### src/rtl/qts_pkg.sv
package qts_pkg;

  // Channel pair state, written {A,B}
  typedef logic [1:0] ab_t;

  // True when cur follows prev in the up-counting Gray order
  function automatic logic step_is_up(ab_t prev, ab_t cur);
    logic r;
    case ({prev, cur})
      4'b00_10, 4'b10_11, 4'b11_01, 4'b01_00: r = 1'b1;
      default:                                r = 1'b0;
    endcase
    return r;
  endfunction

endpackage

### src/rtl/qts_infilt.sv
module qts_infilt #(
  parameter int FILT_N = 3
) (
  input  logic clk,
  input  logic rst_n,
  input  logic raw,
  output logic clean
);

  localparam int CW = (FILT_N < 2) ? 1 : $clog2(FILT_N);
  localparam logic [CW-1:0] LAST = CW'(FILT_N - 1);

  logic          s1, s2;
  logic [CW-1:0] run;

  always_ff @(posedge clk) begin
    if (!rst_n) begin
      s1    <= 1'b0;
      s2    <= 1'b0;
      clean <= 1'b0;
      run   <= '0;
    end else begin
      s1 <= raw;
      s2 <= s1;
      if (s2 == clean) begin
        run <= '0;
      end else if (run == LAST) begin
        clean <= s2;
        run   <= '0;
      end else begin
        run <= run + CW'(1);
      end
    end
  end

endmodule

### src/rtl/qts_decode.sv
module qts_decode
  import qts_pkg::*;
(
  input  logic clk,
  input  logic rst_n,
  input  ab_t  ab,
  input  logic x4_mode,
  output logic pulse,
  output logic up
);

  ab_t  ab_q;
  ab_t  chg;
  logic ev;
  logic ev_up;

  always_comb begin
    chg   = ab ^ ab_q;
    ev    = 1'b0;
    ev_up = 1'b0;
    if (x4_mode) begin
      if (chg == 2'b01 || chg == 2'b10) begin
        ev    = 1'b1;
        ev_up = step_is_up(ab_q, ab);
      end
    end else begin
      if (chg == 2'b10 && ab[1]) begin
        ev    = 1'b1;
        ev_up = ~ab[0];
      end
    end
  end

  always_ff @(posedge clk) begin
    if (!rst_n) begin
      ab_q  <= 2'b00;
      pulse <= 1'b0;
      up    <= 1'b0;
    end else begin
      ab_q  <= ab;
      pulse <= ev;
      if (ev) up <= ev_up;
    end
  end

endmodule

### src/rtl/qts_track.sv
module qts_track #(
  parameter int POS_W   = 32,
  parameter int TICK_W  = 16,
  parameter int DELTA_W = 16
) (
  input  logic                      clk,
  input  logic                      rst_n,
  input  logic                      pulse,
  input  logic                      up,
  input  logic                      samp_stb,
  output logic signed [POS_W-1:0]   pos_count,
  output logic        [TICK_W-1:0]  elapsed,
  output logic                      snap_vld,
  output logic signed [DELTA_W-1:0] snap_delta,
  output logic        [TICK_W-1:0]  snap_ticks,
  output logic                      snap_seen,
  output logic                      snap_rev
);

  localparam logic [TICK_W-1:0]        TMAX  = '1;
  localparam logic signed [POS_W-1:0]  P_ONE = POS_W'(1);
  localparam logic signed [DELTA_W-1:0] D_ONE = DELTA_W'(1);

  logic signed [DELTA_W-1:0] per_delta;
  logic signed [DELTA_W-1:0] step;
  logic                      per_seen, per_rev;
  logic                      last_up, have_dir;
  logic                      rev_now;

  always_comb begin
    step    = pulse ? (up ? D_ONE : -D_ONE) : '0;
    rev_now = pulse && have_dir && (up != last_up);
  end

  always_ff @(posedge clk) begin
    if (!rst_n) begin
      pos_count <= '0;
      elapsed   <= '0;
      last_up   <= 1'b0;
      have_dir  <= 1'b0;
    end else begin
      if (pulse) begin
        pos_count <= up ? pos_count + P_ONE : pos_count - P_ONE;
        elapsed   <= '0;
        last_up   <= up;
        have_dir  <= 1'b1;
      end else if (elapsed != TMAX) begin
        elapsed <= elapsed + TICK_W'(1);
      end
    end
  end

  always_ff @(posedge clk) begin
    if (!rst_n) begin
      per_delta  <= '0;
      per_seen   <= 1'b0;
      per_rev    <= 1'b0;
      snap_vld   <= 1'b0;
      snap_delta <= '0;
      snap_ticks <= '0;
      snap_seen  <= 1'b0;
      snap_rev   <= 1'b0;
    end else if (samp_stb) begin
      snap_vld   <= 1'b1;
      snap_delta <= per_delta;
      snap_ticks <= elapsed;
      snap_seen  <= per_seen;
      snap_rev   <= per_rev;
      per_delta  <= step;
      per_seen   <= pulse;
      per_rev    <= rev_now;
    end else begin
      snap_vld  <= 1'b0;
      per_delta <= per_delta + step;
      per_seen  <= per_seen | pulse;
      per_rev   <= per_rev | rev_now;
    end
  end

endmodule

### src/rtl/qdec_stamp.sv
module qdec_stamp
  import qts_pkg::*;
#(
  parameter int FILT_N  = 3,
  parameter int POS_W   = 32,
  parameter int TICK_W  = 16,
  parameter int DELTA_W = 16
) (
  input  logic                      clk,
  input  logic                      rst_n,
  input  logic                      enc_a,
  input  logic                      enc_b,
  input  logic                      x4_mode,
  input  logic                      samp_stb,
  output logic                      cnt_pulse,
  output logic                      cnt_dir,
  output logic signed [POS_W-1:0]   pos_count,
  output logic        [TICK_W-1:0]  elapsed,
  output logic                      snap_vld,
  output logic signed [DELTA_W-1:0] snap_delta,
  output logic        [TICK_W-1:0]  snap_ticks,
  output logic                      snap_seen,
  output logic                      snap_rev
);

  ab_t raw_ab;
  ab_t clean_ab;

  assign raw_ab = {enc_a, enc_b};

  for (genvar ch = 0; ch < 2; ch++) begin : g_chan
    qts_infilt #(.FILT_N(FILT_N)) u_filt (
      .clk   (clk),
      .rst_n (rst_n),
      .raw   (raw_ab[ch]),
      .clean (clean_ab[ch])
    );
  end

  qts_decode u_dec (
    .clk     (clk),
    .rst_n   (rst_n),
    .ab      (clean_ab),
    .x4_mode (x4_mode),
    .pulse   (cnt_pulse),
    .up      (cnt_dir)
  );

  qts_track #(
    .POS_W   (POS_W),
    .TICK_W  (TICK_W),
    .DELTA_W (DELTA_W)
  ) u_trk (
    .clk        (clk),
    .rst_n      (rst_n),
    .pulse      (cnt_pulse),
    .up         (cnt_dir),
    .samp_stb   (samp_stb),
    .pos_count  (pos_count),
    .elapsed    (elapsed),
    .snap_vld   (snap_vld),
    .snap_delta (snap_delta),
    .snap_ticks (snap_ticks),
    .snap_seen  (snap_seen),
    .snap_rev   (snap_rev)
  );

endmodule

### config.mk
export PLATFORM = sky130hd
export DESIGN_NAME = qdec_stamp
export DESIGN_NICKNAME = d
export VERILOG_FILES = /design/src/rtl/qts_pkg.sv /design/src/rtl/qts_infilt.sv /design/src/rtl/qts_decode.sv /design/src/rtl/qts_track.sv /design/src/rtl/qdec_stamp.sv
export SDC_FILE = /design/constraint.sdc
export NUM_CORES = 1
export LEC_CHECK = 0
export BUFFER_PORTS_ARGS = -buffer_cell sky130_fd_sc_hd__buf_2
export CELL_PAD_IN_SITES_DETAIL_PLACEMENT = 1
export CELL_PAD_IN_SITES_GLOBAL_PLACEMENT = 2
export CORE_MARGIN = 3
export CORE_UTILIZATION = 30
export CTS_CLUSTER_SIZE = 28
export DETAILED_ROUTE_END_ITERATION = 10
export PLACE_DENSITY = 0.7
export SYNTH_ARGS = -nofsm -noshare
export SYNTH_HDL_FRONTEND = slang
export SYNTH_HIERARCHICAL = 1
export SYNTH_SLANG_ARGS = --single-unit
### constraint.sdc
create_clock -name clk -period 6.2 [get_ports clk]
set_input_delay 1.24 -clock clk [delete_from_list [all_inputs] [get_ports clk]]
set_output_delay 1.24 -clock clk [all_outputs]
set_load 0.01 [all_outputs]
Yosys cells after proc, flatten, opt, wreduce, memory -nomap -nowiden
Cells that the tools add are included.
{"block": "totals", "register_bits": 117, "latch_bits": 0, "out_inout_bits": 85, "input_bits": 6, "word_cells": 72, "mem_bits_ro": 0, "n_memories": 0, "ramBits": 0}
{"block": "classes", "magnitude_cmp": 0, "n_shift": 0, "n_mul": 0, "mux": 14, "div": 0, "n_addsub": 6, "n_eq_ne": 12, "bitwise_logic": 7, "n_reduce_logical": 10}
{"cell": "16-bit 2-to-1 mux", "n": 3}
{"cell": "32-bit by 2-bit adder with 32-bit output (second input constant)", "n": 1}
{"cell": "32-bit 2-to-1 mux", "n": 1}
{"cell": "32-bit by 2-bit subtractor with 32-bit output (second input constant)", "n": 1}
{"cell": "16-bit by 1-bit adder with 16-bit output (second input constant)", "n": 1}
{"cell": "16-bit adder", "n": 1}
{"cell": "16-bit inequality test (second input constant)", "n": 1}
{"cell": "1-bit 2-to-1 mux", "n": 10}
{"cell": "4-bit == test (second input constant)", "n": 2}
{"cell": "2-bit == test (second input constant)", "n": 3}
{"cell": "3-bit OR reduction", "n": 2}
{"cell": "2-bit by 1-bit adder with 2-bit output (second input constant)", "n": 2}
{"cell": "4-bit by 2-bit == test with 1-bit output (second input constant)", "n": 1}
{"cell": "4-bit by 3-bit == test with 1-bit output (second input constant)", "n": 1}
{"cell": "1-bit inverter", "n": 4}
{"cell": "2-bit AND reduction", "n": 2}
{"cell": "4-bit OR reduction", "n": 1}
{"cell": "1-bit logical AND", "n": 3}
{"cell": "1-bit == test", "n": 2}
{"cell": "2-bit by 1-bit == test with 1-bit output (second input constant)", "n": 1}
{"cell": "1-bit bitwise OR", "n": 2}
{"cell": "2-bit OR reduction", "n": 1}
{"cell": "2-bit bitwise XOR", "n": 1}
{"cell": "1-bit logical OR", "n": 1}
{"cell": "1-bit inequality test", "n": 1}

Depth between registers and ports, before layout
{"block": "logic_depth", "word_depth": 5, "mapped_depth": 14, "depth_no_buf": 11}

Hierarchy
Netlist, hierarchy kept.
{"module": "qts_track", "cells_per_inst": 737, "seq_area_each_um2": 2062.0, "area_each_um2": 6342.3, "n_inst": 1}
{"module": "qts_infilt", "cells_per_inst": 14, "seq_area_each_um2": 100.1, "area_each_um2": 171.4, "n_inst": 2}
{"module": "qts_decode", "cells_per_inst": 17, "seq_area_each_um2": 80.1, "area_each_um2": 188.9, "n_inst": 1}

Worst setup path before layout
OpenSTA, ideal clock, no wires.
{"block": "synth_timing", "path_kind": "reg-to-reg", "from": "register u_dec.up", "to": "register u_trk.per_delta[8]", "synth_period_minus_slack_ns": 2.899, "path_slack_ns": 3.301, "setup_ns": 0.070, "path_stages_with_launch": 14, "n_path_buf": 3, "arrival_ns": 2.829, "required_ns": 6.130, "cell_sequence": "dfxtp_1 > nand2b_1 > buf_2 > buf_2 > buf_2 > xnor2_1 > ha_1 > or4_4 > nor2_4 > a21oi_1 > o22ai_1 > xor2_1 > or3_1 > a21boi_1"}
{"block": "synth_via", "elab_chain_len": 4}
{"element": "from (decl)", "line_no": "qts_decode.sv:9", "text": "output logic up"}
{"element": "from (signal assigned)", "line_no": "qts_decode.sv:42", "text": "if (ev) up <= ev_up;"}
{"element": "16-bit 2-to-1 mux * (2 in series)", "line_no": "qts_track.sv:31", "text": "step = pulse ? (up ? D_ONE : -D_ONE) : '0;"}
{"element": "16-bit adder", "line_no": "qts_track.sv:74", "text": "per_delta <= per_delta + step;"}
{"element": "16-bit 2-to-1 mux *", "line_no": "qts_track.sv:63", "text": "end else if (samp_stb) begin"}
{"element": "to (signal assigned)", "line_no": "qts_track.sv:69", "text": "per_delta <= step;"}
{"element": "to (signal assigned)", "line_no": "qts_track.sv:74"}
{"element": "to (decl)", "line_no": "qts_track.sv:24", "text": "logic signed [DELTA_W-1:0] per_delta;"}
Every way passes the cells marked *; elsewhere a longest branch is shown, timed or not.
A chain may end at the register's enable or synchronous reset.

Worst setup path in the final report
{"block": "layout_timing", "from": "register u_dec.up", "to": "register u_trk.pos_count[31]"}
{"block": "layout_via", "elab_chain_len": 1}
{"element": "32-bit 2-to-1 mux", "line_no": "qts_track.sv:43", "text": "pos_count <= up ? pos_count + P_ONE : pos_count - P_ONE;"}
{"element": "to (signal assigned)", "line_no": "qts_track.sv:43"}
{"element": "to (decl)", "line_no": "qts_track.sv:11", "text": "output logic signed [POS_W-1:0] pos_count,"}
No other way between the ends.

==> flow_metrics.env <==
export IMPL_r2r_start="u_dec/up"
export IMPL_rrSetupSlack_ns=2.63
export IMPL_grt_usage_pct=15.7
export IMPL_antenna_found_initial=0
export IMPL_min_to="g_chan[1].u_filt/run[0]"
export IMPL_grt_max_degree=63
export IMPL_area_delta_synth_final_pct=17.6
export IMPL_diodes=0
export IMPL_setup_viol=0
export IMPL_hold_path_startpoint="g_chan[1].u_filt/run[0]"
export IMPL_port_buffers=90
export IMPL_synth_ff_type="dfxtp_1"
export IMPL_clkSinkCount=117
export IMPL_path_class="flip-flop to flip-flop"
export IMPL_cts_root_buf="clkbuf_16"
export IMPL_tns_ns=0
export IMPL_rr_endpoint="u_trk/pos_count[31]"
export IMPL_core_area_mm2=0.0222
export IMPL_r2r_cells=10
export IMPL_clk_pin_slew_ns=0.06
export IMPL_hold_violations=0
export IMPL_antenna_left=0
export IMPL_synth_compound_area_share_pct=18.2
export IMPL_muxShareOfSynthArea_pct=7.90
export IMPL_holdPathStages=1
export IMPL_ys_top_cells_by_area="dfxtp_1 34%, mux2i_1 7.6%, ha_1 6.6%"
export IMPL_seqPwrFrac_pct=43.3
export IMPL_p_sw_share_pct=24.7
export IMPL_start_kind="flip-flop"
export IMPL_synth_fp_nets=825
export IMPL_ctsHtreeMaxLevel=4
export IMPL_synth_cell_type_count=81
export IMPL_arrival_ns=3.88
export IMPL_wl_per_cell_um=16.5
export IMPL_synth_top_area_share_pct=34.1
export IMPL_syn_inst=782
export IMPL_gr_total_overflow=0
export IMPL_rows=54
export IMPL_vias=5824
export IMPL_finalWeightedCongestion=0.768
export IMPL_drv_cap=0
export IMPL_start_util_pct=31.0
export IMPL_ir_worst_vdd_uv=151
export IMPL_drc=0
export IMPL_crit_required_ns=6.50
export IMPL_rsz0062_at_grt="false"
export IMPL_dpl_hpwl_mm=13.4
export IMPL_crit_path_max_fanout=30
export IMPL_power_density_mw_per_mm2=217
export IMPL_layout_setup_ws_ns=2.63
export IMPL_status="complete, no violations"
export IMPL_slew_headroom_pct=25.0
export IMPL_place_ws_ns=2.60
export IMPL_ys_seq_elements=117
export IMPL_firstDrtPassIters=4
export IMPL_insertion_delay_ns=0.42
export IMPL_grt_pass1_wl_mm=31.6
export IMPL_syn_area_mm2=0.00687
export IMPL_synth_simple_area_share_pct=22.0
export IMPL_drt_initial_drc_count=218
export IMPL_internal_power_mw=1.32
export IMPL_synth_top_family_by_area="simple AND/OR/NAND/NOR gates"
export IMPL_post_route_period_util_pct=57.6
export IMPL_drive_gt1_share_pct=19.6
export IMPL_die_height_um=157
export IMPL_post_cts_buffers=0
export IMPL_cpMaxStageDelayCell="inv_1"
export IMPL_period_needed_ns=3.57
export IMPL_p_clk_share_pct=53.5
export IMPL_combPwrFrac_pct=3.2
export IMPL_hp_class="flip-flop to flip-flop"
export IMPL_end_kind="flip-flop"
export IMPL_cts_tree="done"
export IMPL_die_area_mm2=0.0248
export IMPL_yosys_warnings=6
export IMPL_worstMarginPinSlew_ns=1.12
export IMPL_die_w_um=157
export IMPL_mostFrequentLayoutCell="dfxtp_1"
export IMPL_slew_violations=0
export IMPL_synth_seq_area_share_pct=34.1
export IMPL_crit_family="compound AO/OA/AOI/OAI gates"
export IMPL_via_per_inst=5.10
export IMPL_pin_count=91
export IMPL_cp_cell_sequence="inv_1 -> ha_1 -> a21oi_1 -> o21bai_1 -> a211oi_1 -> mux2i_1 -> o21ai_1 -> nor3_2 -> xnor2_1 -> and2_1"
export IMPL_grt_pass1_vias=5916
export IMPL_clockBufferDepth=2
export IMPL_mostFrequentLayoutCells="117 x dfxtp_1, 90 x buf_2, 59 x nand2_1"
export IMPL_crit_buf_inv=1
export IMPL_synth_xor_area_share_pct=7.26
export IMPL_synth_avg_cell_area_um2=8.79
export IMPL_skew_ns=0.0128
export IMPL_hold_buffers=0
export IMPL_power_switching_mw=0.434
export IMPL_cts_resized=0
export IMPL_drt_wl_total_mm=18.9
export IMPL_fill_cells=2646
export IMPL_yosysTopAreaCell="dfxtp_1"
export IMPL_numCtsBuffers=17
export IMPL_yosys_area_share_adder_pct=6.84
export IMPL_synthArstFlopShare_pct=0
export IMPL_max_stage_delay_ns=0.85
export IMPL_synth_edf_count=0
export IMPL_cellLeakagePower_nw=3.55
export IMPL_fmax_mhz=280
export IMPL_nets=893
==> power by group through the flow <==
stage | combinational (mW) | clock [mW] | sequential, mW
2_1_floorplan | 0.0392 | 0 | 0.778
3_3_place_gp | 0.0576 | 0 | 0.778
3_5_place_dp | 0.0579 | 0 | 0.778
4_1_cts | 0.0579 | 0.975 | 0.761
5_1_grt | 0.0625 | 1.01 | 0.761
6_report | 0.0564 | 0.940 | 0.761
==> how the worst max path moves through the flow <==
stage	from	endpoint	slack (ns)	cells after the start
floorplan	u_dec/up	u_trk/per_delta[8]	3.30	13
finish	u_dec/up	u_trk/pos_count[31]	2.63	10
global placement	u_dec/up	u_trk/pos_count[31]	2.72	10
global route	u_dec/up	u_trk/pos_count[31]	2.28	10
CTS	u_dec/up	u_trk/pos_count[31]	2.59	10
detailed placement	u_dec/up	u_trk/pos_count[31]	2.60	10
==> per-stage QoR <==
step	util [%]	instances	cell area [µm²]	total power [mW]	hold WS (ns)
2_1_floorplan	-	782	6870	0.817	0.401
3_3_place_gp	33.9	1111	7520	0.835	0.413
3_5_place_dp	33.9	1111	7520	0.836	0.414
4_1_cts	36.5	1143	8090	1.79	0.429
5_1_grt	36.5	1143	8090	1.84	0.460
6_report	36.5	1143	8090	1.76	0.427
==> worst reg2reg max path, delay by kind of cell, from the launching register on <==
kind / cells / cell delay (ns)
AO/OA/AOI/OAI: 4 / 1.05
buffers and inverters: 1 / 0.85
adder cells (fa/ha/maj): 1 / 0.49
flip-flops: 1 / 0.40
AND/OR/NAND/NOR: 2 / 0.33
multiplexers: 1 / 0.26
XOR/XNOR: 1 / 0.08
==> area by class of cell <==
type	count	area, µm²	share of cell area [%]
clock inverter	13	113	1.39
clock buffer	19	453	5.60
inverter	13	48.8	0.603
sequential	117	2340	29.0
timing repair buffer	97	503	6.22
multi-input combinational	604	4280	52.9
tap	280	350	4.33
==> per-layer routing <==
layer / global-route usage [%] / vias up / share of wire (%)
met3: 3.22 / 10 / 3.0
met2: 25.2 / 79 / 46
met4: 3.84 / 0 / 0.77
met5: 0 / - / 0
li1: - / 2937 / -
met1: 21.6 / 2798 / 51
==> synth_stat cells (23+ instances only) <==
cell type	n
dfxtp_1	117
xor2_1	23
nand2_1	59
nor2_1	43
o21ai_0	29
ha_1	36
clkbuf_1	28
mux2i_1	52
a21oi_1	39
nor2b_1	58
xnor2_1	34
==> state kept, by name, summed over array words and instances, names as in the netlist, 2 cells and up <==
signal,cells
u_dec/ab_q,2
g_chan.u_filt/s1,2
u_trk/pos_count,32
u_trk/snap_ticks,16
u_trk/per_delta,16
g_chan.u_filt/clean,2
u_trk/snap_delta,16
u_trk/elapsed,16
g_chan.u_filt/s2,2
g_chan.u_filt/run,4
==> cell families (layout without fill, tap and decap cells) <==
group	after synthesis	in the layout
muxes	54	54
and+or+nand+nor	273	273
xor gates and xnor gates	57	57
buffers and inverters	61	142
adders and majority gates	37	37
DFF	117	117
AOI/OAI and AO/OA	183	183
(Power assumes the default switching activity.)
